**config.mk**
```make
export PLATFORM = sky130hd
export DESIGN_NAME = scsi_init_seq
export DESIGN_NICKNAME = d
export VERILOG_FILES = /design/src/rtl/scsi_seq_pkg.sv /design/src/rtl/scsi_phase_decode.sv /design/src/rtl/scsi_sel_timer.sv /design/src/rtl/scsi_len_count.sv /design/src/rtl/scsi_init_seq.sv
export SDC_FILE = /design/constraint.sdc
export NUM_CORES = 1
export LEC_CHECK = 0
export BUFFER_PORTS_ARGS = -buffer_cell sky130_fd_sc_hd__buf_4
export CAP_MARGIN = 40
export CELL_PAD_IN_SITES_DETAIL_PLACEMENT = 0
export CELL_PAD_IN_SITES_GLOBAL_PLACEMENT = 1
export CORE_MARGIN = 5
export CORE_UTILIZATION = 43
export DETAILED_ROUTE_END_ITERATION = 6
export PLACE_DENSITY = 0.82
export SYNTH_ARGS = -nofsm -noshare
export SYNTH_HDL_FRONTEND = slang
export SYNTH_SLANG_ARGS = --single-unit
```
**constraint.sdc**
```tcl
create_clock -name clk -period 4.8 [get_ports clk]
set_input_delay 0 -clock clk [delete_from_list [all_inputs] [get_ports clk]]
set_output_delay 0 -clock clk [all_outputs]
set_load 0.01 [all_outputs]
```
**src/rtl/scsi_seq_pkg.sv**
```systemverilog
package scsi_seq_pkg;

  localparam int DB_W = 8;

  localparam logic [DB_W-1:0] RES_OK          = 8'h00;
  localparam logic [DB_W-1:0] RES_SEL_TIMEOUT = 8'hE0;
  localparam logic [DB_W-1:0] RES_BAD_STATUS  = 8'hE1;
  localparam logic [DB_W-1:0] STAT_MASK       = 8'h0E;

  typedef enum logic [2:0] {
    PH_DOUT, PH_DIN, PH_CMD, PH_STAT, PH_MOUT, PH_MIN
  } bus_phase_e;

  typedef enum logic [2:0] {
    S_IDLE, S_WAIT_FREE, S_SELECT, S_EVAL, S_XFER, S_ACK, S_DRAIN, S_FINISH
  } seq_state_e;

  function automatic logic is_data(input bus_phase_e p);
    return (p == PH_DOUT) || (p == PH_DIN);
  endfunction

  function automatic logic [DB_W-1:0] grade_status(input logic [DB_W-1:0] s);
    logic [DB_W-1:0] m;
    m = s & STAT_MASK;
    return ((m == 8'h00) || (m == 8'h04)) ? RES_OK : RES_BAD_STATUS;
  endfunction

endpackage

```
**src/rtl/scsi_phase_decode.sv**
```systemverilog
module scsi_phase_decode
  import scsi_seq_pkg::*;
(
  input  logic       cd,
  input  logic       msg,
  input  logic       io,
  output bus_phase_e phase
);

  always_comb begin
    if (!cd) begin
      phase = io ? PH_DIN : PH_DOUT;
    end else if (msg) begin
      phase = io ? PH_MIN : PH_MOUT;
    end else begin
      phase = io ? PH_STAT : PH_CMD;
    end
  end

endmodule

```
**src/rtl/scsi_sel_timer.sv**
```systemverilog
module scsi_sel_timer #(
  parameter int TICKS = 2000
) (
  input  logic clk,
  input  logic rst_n,
  input  logic load,
  input  logic run,
  output logic expired
);

  localparam int W = $clog2(TICKS + 1);

  logic [W-1:0] cnt_q, cnt_d;
  logic         cnt_en;

  always_comb begin
    cnt_d  = cnt_q;
    cnt_en = 1'b0;
    if (load) begin
      cnt_d  = W'(TICKS);
      cnt_en = 1'b1;
    end else if (run && (cnt_q != '0)) begin
      cnt_d  = cnt_q - W'(1);
      cnt_en = 1'b1;
    end
  end

  always_ff @(posedge clk or negedge rst_n) begin
    if (!rst_n) begin
      cnt_q <= '0;
    end else if (cnt_en) begin
      cnt_q <= cnt_d;
    end
  end

  assign expired = (cnt_q == '0);

endmodule

```
**src/rtl/scsi_len_count.sv**
```systemverilog
module scsi_len_count #(
  parameter int LEN_W = 16
) (
  input  logic             clk,
  input  logic             rst_n,
  input  logic             load,
  input  logic [LEN_W-1:0] load_val,
  input  logic             dec,
  output logic             empty
);

  logic [LEN_W-1:0] left_q, left_d;
  logic             left_en;

  always_comb begin
    left_d  = left_q;
    left_en = 1'b0;
    if (load) begin
      left_d  = load_val;
      left_en = 1'b1;
    end else if (dec && (left_q != '0)) begin
      left_d  = left_q - LEN_W'(1);
      left_en = 1'b1;
    end
  end

  always_ff @(posedge clk or negedge rst_n) begin
    if (!rst_n) begin
      left_q <= '0;
    end else if (left_en) begin
      left_q <= left_d;
    end
  end

  assign empty = (left_q == '0);

endmodule

```
**src/rtl/scsi_init_seq.sv**
```systemverilog
module scsi_init_seq
  import scsi_seq_pkg::*;
#(
  parameter int ID_W      = 3,
  parameter int LEN_W     = 16,
  parameter int SEL_TICKS = 2000,
  parameter int INIT_ID   = 7
) (
  input  logic             clk,
  input  logic             rst_n,
  input  logic             start,
  input  logic [ID_W-1:0]  target_id,
  input  logic [LEN_W-1:0] xfer_len,
  output logic             busy,
  output logic             done,
  output logic [DB_W-1:0]  result,
  output logic [DB_W-1:0]  status_byte,
  input  logic [DB_W-1:0]  cmd_byte,
  output logic             cmd_pop,
  input  logic [DB_W-1:0]  wr_byte,
  output logic             wr_pop,
  output logic [DB_W-1:0]  rd_byte,
  output logic             rd_valid,
  input  logic [DB_W-1:0]  bus_db_in,
  output logic [DB_W-1:0]  bus_db_out,
  output logic             bus_db_oe,
  input  logic             bus_bsy,
  output logic             bus_sel_oe,
  input  logic             bus_req,
  output logic             bus_ack_oe,
  input  logic             bus_cd,
  input  logic             bus_msg,
  input  logic             bus_io
);

  seq_state_e       state_q, state_d;
  bus_phase_e       phase_q, cur_ph;
  logic [ID_W-1:0]  tgt_q;
  logic [DB_W-1:0]  db_q, rd_q, stat_q, result_q, sel_byte;
  logic             done_q, rd_valid_q, timeout_q;

  logic accept, tim_load, tim_run, tim_exp;
  logic cnt_dec, cnt_empty;
  logic phase_en, take_out, take_in, cap_stat, set_to, post;

  scsi_phase_decode u_dec (
    .cd    (bus_cd),
    .msg   (bus_msg),
    .io    (bus_io),
    .phase (cur_ph)
  );

  scsi_sel_timer #(.TICKS(SEL_TICKS)) u_tim (
    .clk     (clk),
    .rst_n   (rst_n),
    .load    (tim_load),
    .run     (tim_run),
    .expired (tim_exp)
  );

  scsi_len_count #(.LEN_W(LEN_W)) u_len (
    .clk      (clk),
    .rst_n    (rst_n),
    .load     (accept),
    .load_val (xfer_len),
    .dec      (cnt_dec),
    .empty    (cnt_empty)
  );

  always_comb begin
    sel_byte          = '0;
    sel_byte[INIT_ID] = 1'b1;
    sel_byte[tgt_q]   = 1'b1;
  end

  // next-state and control strobes
  always_comb begin
    state_d  = state_q;
    accept   = 1'b0;
    tim_load = 1'b0;
    tim_run  = 1'b0;
    cnt_dec  = 1'b0;
    phase_en = 1'b0;
    take_out = 1'b0;
    take_in  = 1'b0;
    cap_stat = 1'b0;
    set_to   = 1'b0;
    post     = 1'b0;
    case (state_q)
      S_IDLE: begin
        if (start) begin
          accept  = 1'b1;
          state_d = S_WAIT_FREE;
        end
      end
      S_WAIT_FREE: begin
        if (!bus_bsy) begin
          tim_load = 1'b1;
          state_d  = S_SELECT;
        end
      end
      S_SELECT: begin
        if (bus_bsy) begin
          state_d = S_EVAL;
        end else if (tim_exp) begin
          set_to  = 1'b1;
          state_d = S_FINISH;
        end else begin
          tim_run = 1'b1;
        end
      end
      S_EVAL: begin
        if (!bus_bsy) begin
          state_d = S_FINISH;
        end else if (bus_req) begin
          phase_en = 1'b1;
          case (cur_ph)
            PH_DOUT, PH_DIN: if (!cnt_empty) state_d = S_XFER;
            PH_CMD:          state_d = S_XFER;
            PH_STAT: begin
              cap_stat = 1'b1;
              state_d  = S_ACK;
            end
            PH_MIN:          state_d = S_ACK;
            default:         state_d = S_EVAL;
          endcase
        end
      end
      S_XFER: begin
        if (!bus_bsy) begin
          state_d = S_FINISH;
        end else if (bus_req) begin
          if ((cur_ph != phase_q) || (is_data(phase_q) && cnt_empty)) begin
            state_d = S_EVAL;
          end else begin
            state_d  = S_ACK;
            take_in  = (phase_q == PH_DIN);
            take_out = (phase_q != PH_DIN);
            cnt_dec  = is_data(phase_q);
          end
        end
      end
      S_ACK: begin
        if (!bus_bsy) begin
          state_d = S_FINISH;
        end else if (!bus_req) begin
          if (phase_q == PH_MIN)       state_d = S_DRAIN;
          else if (phase_q == PH_STAT) state_d = S_EVAL;
          else                         state_d = S_XFER;
        end
      end
      S_DRAIN: begin
        if (!bus_bsy) state_d = S_FINISH;
      end
      S_FINISH: begin
        post    = 1'b1;
        state_d = S_IDLE;
      end
      default: state_d = S_IDLE;
    endcase
  end

  always_ff @(posedge clk or negedge rst_n) begin
    if (!rst_n) begin
      state_q    <= S_IDLE;
      phase_q    <= PH_DOUT;
      tgt_q      <= '0;
      db_q       <= '0;
      rd_q       <= '0;
      rd_valid_q <= 1'b0;
      stat_q     <= '0;
      timeout_q  <= 1'b0;
      result_q   <= '0;
      done_q     <= 1'b0;
    end else begin
      state_q    <= state_d;
      rd_valid_q <= take_in;
      done_q     <= post;
      if (accept) tgt_q <= target_id;
      if (phase_en) phase_q <= cur_ph;
      if (take_out) db_q <= (phase_q == PH_CMD) ? cmd_byte : wr_byte;
      if (take_in) rd_q <= bus_db_in;
      if (accept) begin
        stat_q <= '0;
      end else if (cap_stat) begin
        stat_q <= bus_db_in;
      end
      if (accept) begin
        timeout_q <= 1'b0;
      end else if (set_to) begin
        timeout_q <= 1'b1;
      end
      if (post) result_q <= timeout_q ? RES_SEL_TIMEOUT : grade_status(stat_q);
    end
  end

  assign busy        = (state_q != S_IDLE);
  assign done        = done_q;
  assign result      = result_q;
  assign status_byte = stat_q;
  assign rd_byte     = rd_q;
  assign rd_valid    = rd_valid_q;
  assign cmd_pop     = take_out && (phase_q == PH_CMD);
  assign wr_pop      = take_out && (phase_q == PH_DOUT);
  assign bus_sel_oe  = (state_q == S_SELECT);
  assign bus_ack_oe  = (state_q == S_ACK);
  assign bus_db_oe   = (state_q == S_SELECT) ||
                       ((state_q == S_ACK) && ((phase_q == PH_CMD) || (phase_q == PH_DOUT)));
  assign bus_db_out  = (state_q == S_SELECT) ? sel_byte : db_q;

endmodule

```
==> reports/metrics.csv, run 1 <==
metric,value,unit
antenna_found_initial,0,
final_hold_viol_count,0,
n_antenna_cell,0,
synth-edff-count,0,
tritoncts,built,
pwr-share-clk,21.4,%
p_sw_share,38.0,%
drc,0,
critPathRequiredTime,5020,ps
synth_seq_cells,65,
h-tree-depth,3,
area_growth,37.8,%
fill_cells,712,
status,completed,
fp-row-count,33,
syn_area,3680,µm²
syn_area_per_cell,9.16,µm²
drive_gt1_share,25.4,%
first_pass_iters,4,
p_int,1510,µW
p_leak,0.00225,µW
cts.sinks,65,
cellPowerDensity,480,nW/µm²
comb_power_share,39.5,%
syn_inst,402,
ys_warn_count,0,
grt_pass1_wl,15.6,mm
pwr-share-seq,39.1,%
post_cts_resized,0,
cp_cell_sequence,or3b_1 > a311oi_4 > and3_1 > nand2_1 > xor2_1 > nand2_1,
startpoint_type,flip-flop,
die-area,10500,µm²
crit_slowest_cell,or3b_1,
first_iter_violations,118,
post-cts-setup-buffers,0,
crit_top_cell,nand2_1,
grt_max_degree,34,
grt_pass1_vias,3306,
cts_buffer_depth,2,
rsz0062_at_grt,no,
worst_slew_pin_slew,711,ps
path_max_fanout,19,
initial_core_util,44.4,%
final_util,61.1,%
setup_viol,0,
grt_overflow,0,
post-route-min-period,2590,ps
cap_violations,0,
port_buffers,86,
gr-usage-all-layers,18.6,%
routed-via-count,3252,
routabilityCongestion,0.871,
numCtsBuffers,9,
synth-async-reset-ratio,100,%
ys_seq_area_share,44.2,%
clk_pin_slew,70,ps
nets,581,
clock-root-buffer,clkbuf_8,
hold_class,in -> reg,
postCtsHoldBufs,46,
fin_skew,10.5,ps
synth.distinct_cells,60,
crit_arrival,2810,ps
hpwl,6.57,mm
cp-end-kind,flip-flop,
period_share,54.0,%
post_drt_wl_per_cell,14.6,µm
p_sw,924,µW
synth_flop_cell,dfrtp_1,
maxSlewViolCount,0,
final.setup.tns,0,ps
core,8300,µm²
die_x,103,µm
ir_drop,0.000286,V
viasPerCell,5.11,
final_antenna_net_count,0,
critPathKind,reg -> reg,
timing.fmax,0.386,GHz
ios,91,
routed_wl,9.31,mm
multi_input_comb_area,1850,µm²
seqCellArea,1630,µm²
fp.dieH,103,µm
max_slew_margin,52.2,%
max_stage_delay,670,ps
clock_latency,340,ps
==> cell usage after synthesis, types with 4 or more instances <==
| cell | n | share of area (%) |
|---|---|---|
| ha_1 | 4 | 1.4 |
| clkbuf_1 | 14 | 1.4 |
| o41ai_1 | 8 | 1.9 |
| buf_2 | 4 | 0.54 |
| and2_1 | 4 | 0.68 |
| xnor2_1 | 15 | 3.6 |
| nand3_1 | 14 | 1.9 |
| nand2b_1 | 7 | 1.2 |
| dfrtp_1 | 65 | 44 |
| nor2b_1 | 5 | 0.85 |
| nor4_1 | 9 | 1.5 |
| o21ai_0 | 39 | 5.3 |
| a21oi_1 | 7 | 0.95 |
| nor3_2 | 4 | 1.1 |
| nor3_1 | 19 | 2.6 |
| nor2_1 | 19 | 1.9 |
| mux2_2 | 11 | 3.4 |
| buf_4 | 7 | 1.4 |
| xor2_1 | 5 | 1.2 |
| nand2_1 | 59 | 6.0 |
| mux2i_1 | 10 | 2.7 |
| inv_1 | 21 | 2.1 |
==> routing by layer <==
layer	track usage, %	share of wire (%)	vias to the layer above
li1	-	-	1655
met1	24.0	45	1503
met2	30.6	48	83
met3	5.28	6.0	11
met4	5.15	1.1	0
met5	0	0	-
==> registers in the layout, indices dropped and copies added, names as in the netlist <==
signal and flops:
timeout_q 1, tgt_q 3, rd_valid 1, status_byte 8
rd_byte 8, result 2, db_q 8, phase_q 3
state_q 3, u_tim.cnt_q 11, done 1, u_len.left_q 16
==> power groups by stage <==
stage          logic (µW)  clock network [µW]  registers (µW)
6_report              963                 520             952
3_5_place_dp          925                   0             953
5_1_grt              1090                 561             989
2_1_floorplan         691                   0             882
4_1_cts               974                 541             949
3_3_place_gp          899                   0             945
==> area by class of cell <==
| type | count | share of cell area [%] |
|---|---|---|
| Timing Repair Buffer | 137 | 22.9 |
| Inverter | 21 | 1.55 |
| Clock inverter | 5 | 1.55 |
| Sequential cell | 65 | 32.1 |
| Tap cell | 105 | 2.59 |
| Clock buffer | 11 | 2.79 |
| Multi-Input combinational cell | 292 | 36.5 |
==> placed cells by master (no fill, tap or decap), types with 3 or more instances in the layout <==
| cell type | netlist | routed |
|---|---|---|
| o31ai_1 | 3 | 3 |
| nand2_1 | 59 | 59 |
| ha_1 | 4 | 4 |
| or3_1 | 3 | 3 |
| dlygate4sd3_1 | 0 | 46 |
| nor4_1 | 9 | 9 |
| xnor2_1 | 15 | 15 |
| nor3_2 | 4 | 4 |
| o21ai_1 | 3 | 3 |
| dfrtp_1 | 65 | 65 |
| nand3_1 | 14 | 14 |
| xor2_1 | 5 | 5 |
| and2_1 | 4 | 4 |
| nor2b_1 | 5 | 5 |
| clkbuf_8 | 0 | 10 |
| o21ai_0 | 39 | 39 |
| a21oi_1 | 7 | 7 |
| buf_4 | 7 | 89 |
| nand2b_1 | 7 | 7 |
| nor2_1 | 19 | 19 |
| inv_1 | 21 | 21 |
| mux2_2 | 11 | 11 |
| conb_1 | 1 | 4 |
| o41ai_1 | 8 | 8 |
| nor3_1 | 19 | 19 |
| mux2i_1 | 10 | 10 |
==> worst max-delay path, delay by kind of cell (launching register included) <==
kind / cells / cell delay, ps
AND/OR/NAND/NOR: 4 / 1130
flip-flops: 1 / 610
AO/OA/AOI/OAI: 1 / 610
XOR/XNOR: 1 / 130
==> through the flow <==
step | cells | power [µW] | hold slack, ps | area [µm²] | setup WS, ps
5_1_grt | 636 | 2640 | 44.9 | 5070 | 2000
6_report | 636 | 2430 | 35.7 | 5070 | 2210
3_5_place_dp | 573 | 1880 | -22.6 | 4390 | 2230
4_1_cts | 635 | 2460 | 13.5 | 5070 | 2190
3_3_place_gp | 569 | 1840 | 161 | 4340 | 2270
2_1_floorplan | 405 | 1570 | -296 | 3690 | 2690
==> logic make-up after synthesis <==
kind of cell / Yosys count / share of synthesized area, %
and+or+nand+nor: 163 / 22.8
AOI/OAI and AO/OA: 80 / 14.7
DFF: 65 / 44.2
buffers and inverters: 48 / 5.95
muxes: 21 / 6.08
xor gates and xnor gates: 20 / 4.76
adders and majority gates: 4 / 1.36
other: 1 / 0.102
==> path summary, 6_finish.rpt <==
check | start | end | slack [ps] | cells past startpoint
min in group asynchronous | rst_n | tgt_q[0]$_DFFE_PN0P_ | 150 | 2
hold / removal | bus_cd | phase_q[2]$_DFFE_PN0P_ | 40 | 3
max in group asynchronous | rst_n | status_byte[3]$_DFFE_PN0P_ | 4120 | 3
hold reg to reg | db_q[0]$_DFFE_PN0N_ | db_q[0]$_DFFE_PN0N_ | 490 | 2
setup reg to reg | state_q[1]$_DFFE_PN0P_ | u_tim.cnt_q[7]$_DFFE_PN0P_ | 2210 | 6
setup / recovery | state_q[1]$_DFFE_PN0P_ | u_tim.cnt_q[7]$_DFFE_PN0P_ | 2210 | 6
(Power assumes the default switching activity.)
==> run 2: changes to the inputs <==
--- a/config.mk
+++ b/config.mk
@@ -5,14 +5,15 @@
 export SDC_FILE = /design/constraint.sdc
 export NUM_CORES = 1
 export LEC_CHECK = 0
+export ABC_AREA = 1
 export BUFFER_PORTS_ARGS = -buffer_cell sky130_fd_sc_hd__buf_4
 export CAP_MARGIN = 40
 export CELL_PAD_IN_SITES_DETAIL_PLACEMENT = 0
 export CELL_PAD_IN_SITES_GLOBAL_PLACEMENT = 1
 export CORE_MARGIN = 5
-export CORE_UTILIZATION = 43
+export CORE_UTILIZATION = 35
 export DETAILED_ROUTE_END_ITERATION = 6
-export PLACE_DENSITY = 0.82
+export PLACE_DENSITY = 0.73
 export SYNTH_ARGS = -nofsm -noshare
 export SYNTH_HDL_FRONTEND = slang
 export SYNTH_SLANG_ARGS = --single-unit
==> constraint.sdc (replaced) <==
create_clock -name clk -period 2.2 [get_ports clk]
set_input_delay 0 -clock clk [delete_from_list [all_inputs] [get_ports clk]]
set_output_delay 0 -clock clk [all_outputs]
set_load 0.01 [all_outputs]
==> reports/metrics.csv, run 2 <==
metric,value,unit,change
ys_warn_count,0,,unchanged
critPathKind,reg -> out,,was reg -> reg
r2r_start,phase_q[0]$_DFFE_PN0P_,,was state_q[1]$_DFFE_PN0P_
post_cts_resized,0,,unchanged
final_common_cell,nand2_1,,was buf_4
fill_cells,1084,,was 712
final_cell_mix,"129 x nand2_1, 89 x buf_4, 65 x dfrtp_1",,"was 89 x buf_4, 65 x dfrtp_1, 59 x nand2_1"
fp-row-count,38,,was 33
yosysTopAreaCellShare,41.1,%,was 44.2%
first_iter_violations,149,,was 118
routed_wl,10.9,mm,was 9.31 mm
synth-async-reset-ratio,100,%,unchanged
synth.most_common_cell,nand2_1,,was dfrtp_1
crit_arrival,2000,ps,was 2810 ps
placed_area,4720,µm²,was 4390 µm²
final_hold_viol_count,0,,unchanged
gr-usage-all-layers,16.5,%,was 18.6%
fin_ws,197,ps,was 2210 ps
h-tree-depth,3,,unchanged
tritoncts,built,,unchanged
cp_cell_sequence,inv_1 > ha_1 > inv_1 > nor2_1 > nand2_1 > nor2_1 > nand3_1 > nand2_2 > nor2_4 > inv_1 > nor2_1 > buf_4,,was or3b_1 > a311oi_4 > and3_1 > nand2_1 > xor2_1 > nand2_1
cap_violations,0,,unchanged
largest_reg_flops,16,,unchanged
yosys.area.top_type,dfrtp_1,,unchanged
port_buffers,86,,unchanged
drc,0,,unchanged
p_leak,0.00272,µW,was 0.00225 µW
grt_pass1_wl,17.7,mm,was 15.6 mm
cts.sinks,65,,unchanged
grt_pass1_vias,3766,,was 3306
syn_inst,523,,was 402
r2r_cells,5,,was 6
post_drt_wl_per_cell,13.6,µm,was 14.6 µm
total_power,6200,µW,was 2430 µW
synth-edff-count,0,,unchanged
synth.distinct_cells,37,,was 60
final_antenna_net_count,0,,unchanged
initial_core_util,36.0,%,was 44.4%
cellPowerDensity,1140,nW/µm²,was 480 nW/µm²
critPathRequiredTime,2200,ps,was 5020 ps
synth_flop_cell,dfrtp_1,,unchanged
grt_max_degree,54,,was 34
routabilityCongestion,0.853,,was 0.871
multi_input_comb_area,1960,µm²,was 1850 µm²
ir_drop,0.000461,V,was 0.000286 V
largestRegisters,"u_len.left_q (16), u_tim.cnt_q (11)",,unchanged
syn_area_per_cell,7.56,µm²,was 9.16 µm²
period_share,91.0,%,
crit_buf_inv,4,,was 0
stdcell_area,5450,µm²,was 5070 µm²
r2r_slack,220,ps,was 2210 ps
fin_skew,5.48,ps,was 10.5 ps
n_antenna_cell,0,,unchanged
pre_cts_ws,297,ps,was 2230 ps
cp-end-kind,output pin,,was flip-flop
clock_latency,330,ps,was 340 ps
timing.fmax,0.499,GHz,
drive_gt1_share,24.5,%,was 25.4%
cts_buffer_depth,2,,unchanged
core,11000,µm²,was 8300 µm²
synth.area.top_cells,"dfrtp_1 41%, nand2_1 12%, inv_1 5.5%, nand3_1 5.2%, nor2_1 4.5%",,"was dfrtp_1 44%, nand2_1 6.0%, o21ai_0 5.3%, xnor2_1 3.6%, mux2_2 3.4%"
nets,708,,was 581
crit_slowest_cell,dfrtp_1,,was or3b_1
die_x,116,µm,was 103 µm
syn_area,3960,µm²,was 3680 µm²
max_stage_delay,380,ps,was 670 ps
hold_depth,5,,was 3
ys_seq_area_share,41.1,%,was 44.2%
final_util,49.7,%,was 61.1%
area_growth,37.9,%,was 37.8%
regMostFlops,u_len.left_q,,unchanged
setup_viol,0,,unchanged
antenna_found_initial,0,,unchanged
postCtsHoldBufs,43,,was 46
post-cts-setup-buffers,0,,unchanged
numCtsBuffers,9,,unchanged
ys_top_cells_by_count,"129 x nand2_1, 65 x dfrtp_1, 58 x inv_1",,"was 65 x dfrtp_1, 59 x nand2_1, 39 x o21ai_0"
ios,91,,unchanged
rsz0062_at_grt,no,,unchanged
rr_endpoint,db_q[5]$_DFFE_PN0N_,,was u_tim.cnt_q[7]$_DFFE_PN0P_
first_pass_iters,4,,unchanged
whs_endpoint,u_len.left_q[1]$_DFFE_PN0P_,,was phase_q[2]$_DFFE_PN0P_
die-area,13500,µm²,was 10500 µm²
maxSlewViolCount,0,,unchanged
fp.dieH,116,µm,was 103 µm
synth_seq_cells,65,,unchanged
hpwl,8.08,mm,was 6.57 mm
startpoint_type,flip-flop,,unchanged
status,completed,,unchanged
post-route-min-period,2000,ps,
critical_path.top_delay_family,simple AND/OR/NAND/NOR gates,,unchanged
path_max_fanout,5,,was 19
viasPerCell,4.72,,was 5.11
grt_overflow,0,,unchanged
clk_pin_slew,60,ps,was 70 ps
clock-root-buffer,clkbuf_16,,was clkbuf_8
worstHoldStart,xfer_len[1],,was bus_cd
seqCellArea,1630,µm²,unchanged
hold_class,in -> reg,,unchanged
final.setup.tns,0,ps,unchanged
routed-via-count,3767,,was 3252
-- run 2: cell count changes in the layout (fill, tap and decap cells not counted), sizes merged, moves of 23 or more --
cell | previous run | this run
inv | 21 | 70
nand3 | 15 | 45
o21ai | 42 | 65
nand2 | 60 | 140
nor2 | 19 | 58
-- run 2: final cells by class --
class                           instances  area share [%]
Timing Repair Buffer                  133            20.6
Clock buffer                           10            4.38
Multi-Input combinational cell        374            35.9
Tap cell                              140            3.21
Clock inverter                          6            1.24
Inverter                               70            4.82
Sequential cell                        65            29.8
-- run 2: report_power, final --
part,internal (µW),leakage [µW],total [µW],switching [µW]
Sequential,1560,0.000832,1930,365
Combinational,1120,0.00174,2800,1680
Clock,910,0.000145,1480,566
-- run 2: worst register-to-register path: stages (launching register included) --
cell           delay (ps)
dfrtp_1               430
nor2_1                200
nand2_1               340
mux2i_1               250
dlygate4sd3_1         580
o21ai_2                60
-- run 2: cells by family (layout without fill, tap and decap cells) --
| group | Yosys count | in the layout | share of synthesized area (%) |
|---|---|---|---|
| flip-flops | 65 | 65 | 41.1 |
| buffers and inverters | 87 | 219 | 9.71 |
| multiplexers | 8 | 8 | 2.02 |
| XOR/XNOR | 6 | 6 | 1.33 |
| adder cells (fa/ha/maj) | 4 | 4 | 1.27 |
| AO/OA/AOI/OAI | 90 | 90 | 13.9 |
| AND/OR/NAND/NOR | 262 | 262 | 30.6 |
| other | 1 | 4 | 0.0948 |
-- run 2: how the worst max path moves through the flow --
stage	startpoint	end	slack [ps]	cells after the start
finish	u_len.left_q[0]$_DFFE_PN0P_	cmd_pop	200	12
CTS	u_len.left_q[0]$_DFFE_PN0P_	cmd_pop	160	12
global placement	u_len.left_q[0]$_DFFE_PN0P_	rd_byte[7]$_DFFE_PN0P_	310	13
detailed placement	u_len.left_q[0]$_DFFE_PN0P_	rd_byte[4]$_DFFE_PN0P_	300	13
floorplan	u_len.left_q[0]$_DFFE_PN0P_	u_len.left_q[5]$_DFFE_PN0P_	640	11
global route	u_len.left_q[0]$_DFFE_PN0P_	cmd_pop	30	12
-- run 2: metrics by stage --
stage	hold WS, ps	instances
after global routing	24.2	798
after CTS	1.10	798
after floorplan	-296	526
after global placement	179	738
after detailed placement	-119	739
final	10.3	798
-- run 2: metal layers --
layer	track usage [%]	routed length (µm)	vias up
met5	0	0	-
met2	28.2	5310	82
li1	-	-	1953
met1	21.1	4910	1719
met3	3.11	511	13
met4	5.57	149	0
==> run 3: changes to the inputs <==
--- a/config.mk
+++ b/config.mk
@@ -6,14 +6,14 @@
 export NUM_CORES = 1
 export LEC_CHECK = 0
 export ABC_AREA = 1
-export BUFFER_PORTS_ARGS = -buffer_cell sky130_fd_sc_hd__buf_4
 export CAP_MARGIN = 40
 export CELL_PAD_IN_SITES_DETAIL_PLACEMENT = 0
 export CELL_PAD_IN_SITES_GLOBAL_PLACEMENT = 1
 export CORE_MARGIN = 5
-export CORE_UTILIZATION = 35
+export CORE_UTILIZATION = 41
 export DETAILED_ROUTE_END_ITERATION = 6
-export PLACE_DENSITY = 0.73
+export DONT_BUFFER_PORTS = 1
+export PLACE_DENSITY = 0.72
 export SYNTH_ARGS = -nofsm -noshare
 export SYNTH_HDL_FRONTEND = slang
 export SYNTH_SLANG_ARGS = --single-unit
==> reports/metrics.csv, run 3 (synthesized netlist as in run 2, its figures left out) <==
metric,value,unit,change
status,completed,,unchanged
antenna_found_initial,0,,unchanged
h-tree-depth,3,,unchanged
hold_class,in -> reg,,unchanged
grt_pass1_wl,16.9,mm,was 17.7 mm
routed-via-count,3481,,was 3767
comb_power_share,45.0,%,was 45.1%
startpoint_type,flip-flop,,unchanged
routed_wl,10.2,mm,was 10.9 mm
regMostFlops,u_len.left_q,,unchanged
period_share,92.5,%,was 91.0%
multi_input_comb_area,1960,µm²,unchanged
p_leak,0.00227,µW,was 0.00272 µW
fill_cells,905,,was 1084
final_antenna_net_count,0,,unchanged
grt_overflow,0,,unchanged
first_pass_iters,4,,unchanged
pre_cts_ws,349,ps,was 297 ps
clock-root-buffer,clkbuf_8,,was clkbuf_16
port_buffers,0,,was 86
pwr-share-clk,19.3,%,was 23.8%
max_slew_margin,53.5,%,
core,9330,µm²,was 11000 µm²
maxSlewViolCount,0,,unchanged
gr-usage-all-layers,18.2,%,was 16.5%
worst_slew_pin_slew,689,ps,
grt_max_degree,66,,was 54
grt_busiest_layer,met2,,unchanged
tritoncts,built,,unchanged
final_cell_mix,"129 x nand2_1, 65 x dfrtp_1, 58 x inv_1",,"was 129 x nand2_1, 89 x buf_4, 65 x dfrtp_1"
hpwl,7.45,mm,was 8.08 mm
final_util,51.1,%,was 49.7%
use_met1,23.5,%,was 21.1%
cts_buffer_depth,2,,unchanged
p_sw_share,45.5,%,was 42.0%
clock_latency,350,ps,was 330 ps
cp-end-kind,flip-flop,,was output pin
post_drt_wl_per_cell,14.5,µm,was 13.6 µm
p_sw,2510,µW,was 2610 µW
seqCellArea,1630,µm²,unchanged
cap_violations,0,,unchanged
drc,0,,unchanged
routabilityCongestion,0.820,,was 0.853
gr-usage-met2,31.1,%,was 28.2%
grt_pass1_vias,3447,,was 3766
fin_skew,11.1,ps,was 5.48 ps
largest_reg_flops,16,,unchanged
first_iter_violations,127,,was 149
stdcell_area,4760,µm²,was 5450 µm²
viasPerCell,4.91,,was 4.72
setup_viol,0,,unchanged
timing.fmax,0.491,GHz,was 0.499 GHz
post-cts-setup-buffers,0,,unchanged
n_antenna_cell,0,,unchanged
final_common_cell,nand2_1,,unchanged
drive_gt1_share,13.3,%,was 24.5%
numCtsBuffers,9,,unchanged
cts.sinks,65,,unchanged
nets,630,,was 708
post-route-min-period,2040,ps,was 2000 ps
use_met3,3.82,%,was 3.11%
largestRegisters,"u_len.left_q (16), u_tim.cnt_q (11)",,unchanged
ios,91,,unchanged
final_hold_viol_count,0,,unchanged
fp-row-count,35,,was 38
area_growth,20.4,%,was 37.9%
critPathRequiredTime,2430,ps,was 2200 ps
hold_ws,48.0,ps,was 10.3 ps
pwr-share-seq,35.8,%,was 31.1%
critPathKind,reg -> reg,,was reg -> out
ir_drop,0.000695,V,was 0.000461 V
die-area,11700,µm²,was 13500 µm²
crit_arrival,2270,ps,was 2000 ps
p_int,3000,µW,was 3590 µW
path_max_fanout,9,,was 5
fp.dieH,108,µm,was 116 µm
clk_pin_slew,80,ps,was 60 ps
cellPowerDensity,1160,nW/µm²,was 1140 nW/µm²
die_x,108,µm,was 116 µm
initial_core_util,42.4,%,was 36.0%
final.setup.tns,0,ps,unchanged
placed_area,4050,µm²,was 4720 µm²
fin_ws,164,ps,was 197 ps
rsz0062_at_grt,no,,unchanged
==> run 3: cell types whose count changed in the layout (fill, tap and decap cells not counted), sizes merged <==
cell,change
buf,-84
clkbuf,-1
inv,+2
dlygate4sd3,+6
clkinvlp,-1
==> run 3: repair_timing <==
item	in CTS	in global routing
hold buffers	50	0
gates resized for setup	0	0
hold endpoints to repair	117	0
==> run 3: area by class of cell <==
cell class / instances / share of cell area [%]
Multi-Input combinational cell: 374 / 41.1
Sequential cell: 65 / 34.1
Timing Repair Buffer: 55 / 11.7
Inverter: 70 / 5.51
Tap cell: 129 / 3.39
Clock buffer: 9 / 2.60
Clock inverter: 7 / 1.63
==> run 3: power groups by stage <==
stage               sequential, µW  clock, µW  combinational (µW)
finish                        1970       1060                2480
global route                  2030       1140                2860
CTS                           1970       1090                2500
detailed placement            1990          0                2340
global placement              1980          0                2320
floorplan                     1870          0                1940
==> run 3: final timing paths <==
| path | from | cells past startpoint | end | slack (ps) |
|---|---|---|---|---|
| setup / recovery | phase_q[0]$_DFFE_PN0P_ | 5 | db_q[6]$_DFFE_PN0N_ | 160 |
| hold / removal | bus_bsy | 4 | state_q[2]$_DFFE_PN0P_ | 50 |
| setup reg to reg | phase_q[0]$_DFFE_PN0P_ | 5 | db_q[6]$_DFFE_PN0N_ | 160 |
| hold reg to reg | db_q[5]$_DFFE_PN0N_ | 2 | db_q[5]$_DFFE_PN0N_ | 490 |
| max in group asynchronous | rst_n | 2 | status_byte[5]$_DFFE_PN0P_ | 1700 |
| min in group asynchronous | rst_n | 2 | u_len.left_q[13]$_DFFE_PN0P_ | 160 |
==> run 3: worst max-delay path: stages (launching register included) <==
cell and delay [ps]:
dfrtp_1 440, nor2_1 200, nand2_1 350, mux2i_1 280, dlygate4sd3_1 600, o21ai_2 60
==> run 3: layer usage <==
layer	share of wire, %	up-vias
li1	-	1799
met1	46	1598
met2	48	73
met3	4.8	11
met4	0.86	0
met5	0	-
==> run 3: metrics by stage <==
step | power, µW | cells
2_1_floorplan | 3810 | 526
3_3_place_gp | 4300 | 643
3_5_place_dp | 4330 | 643
4_1_cts | 5560 | 709
5_1_grt | 6020 | 709
6_report | 5510 | 709
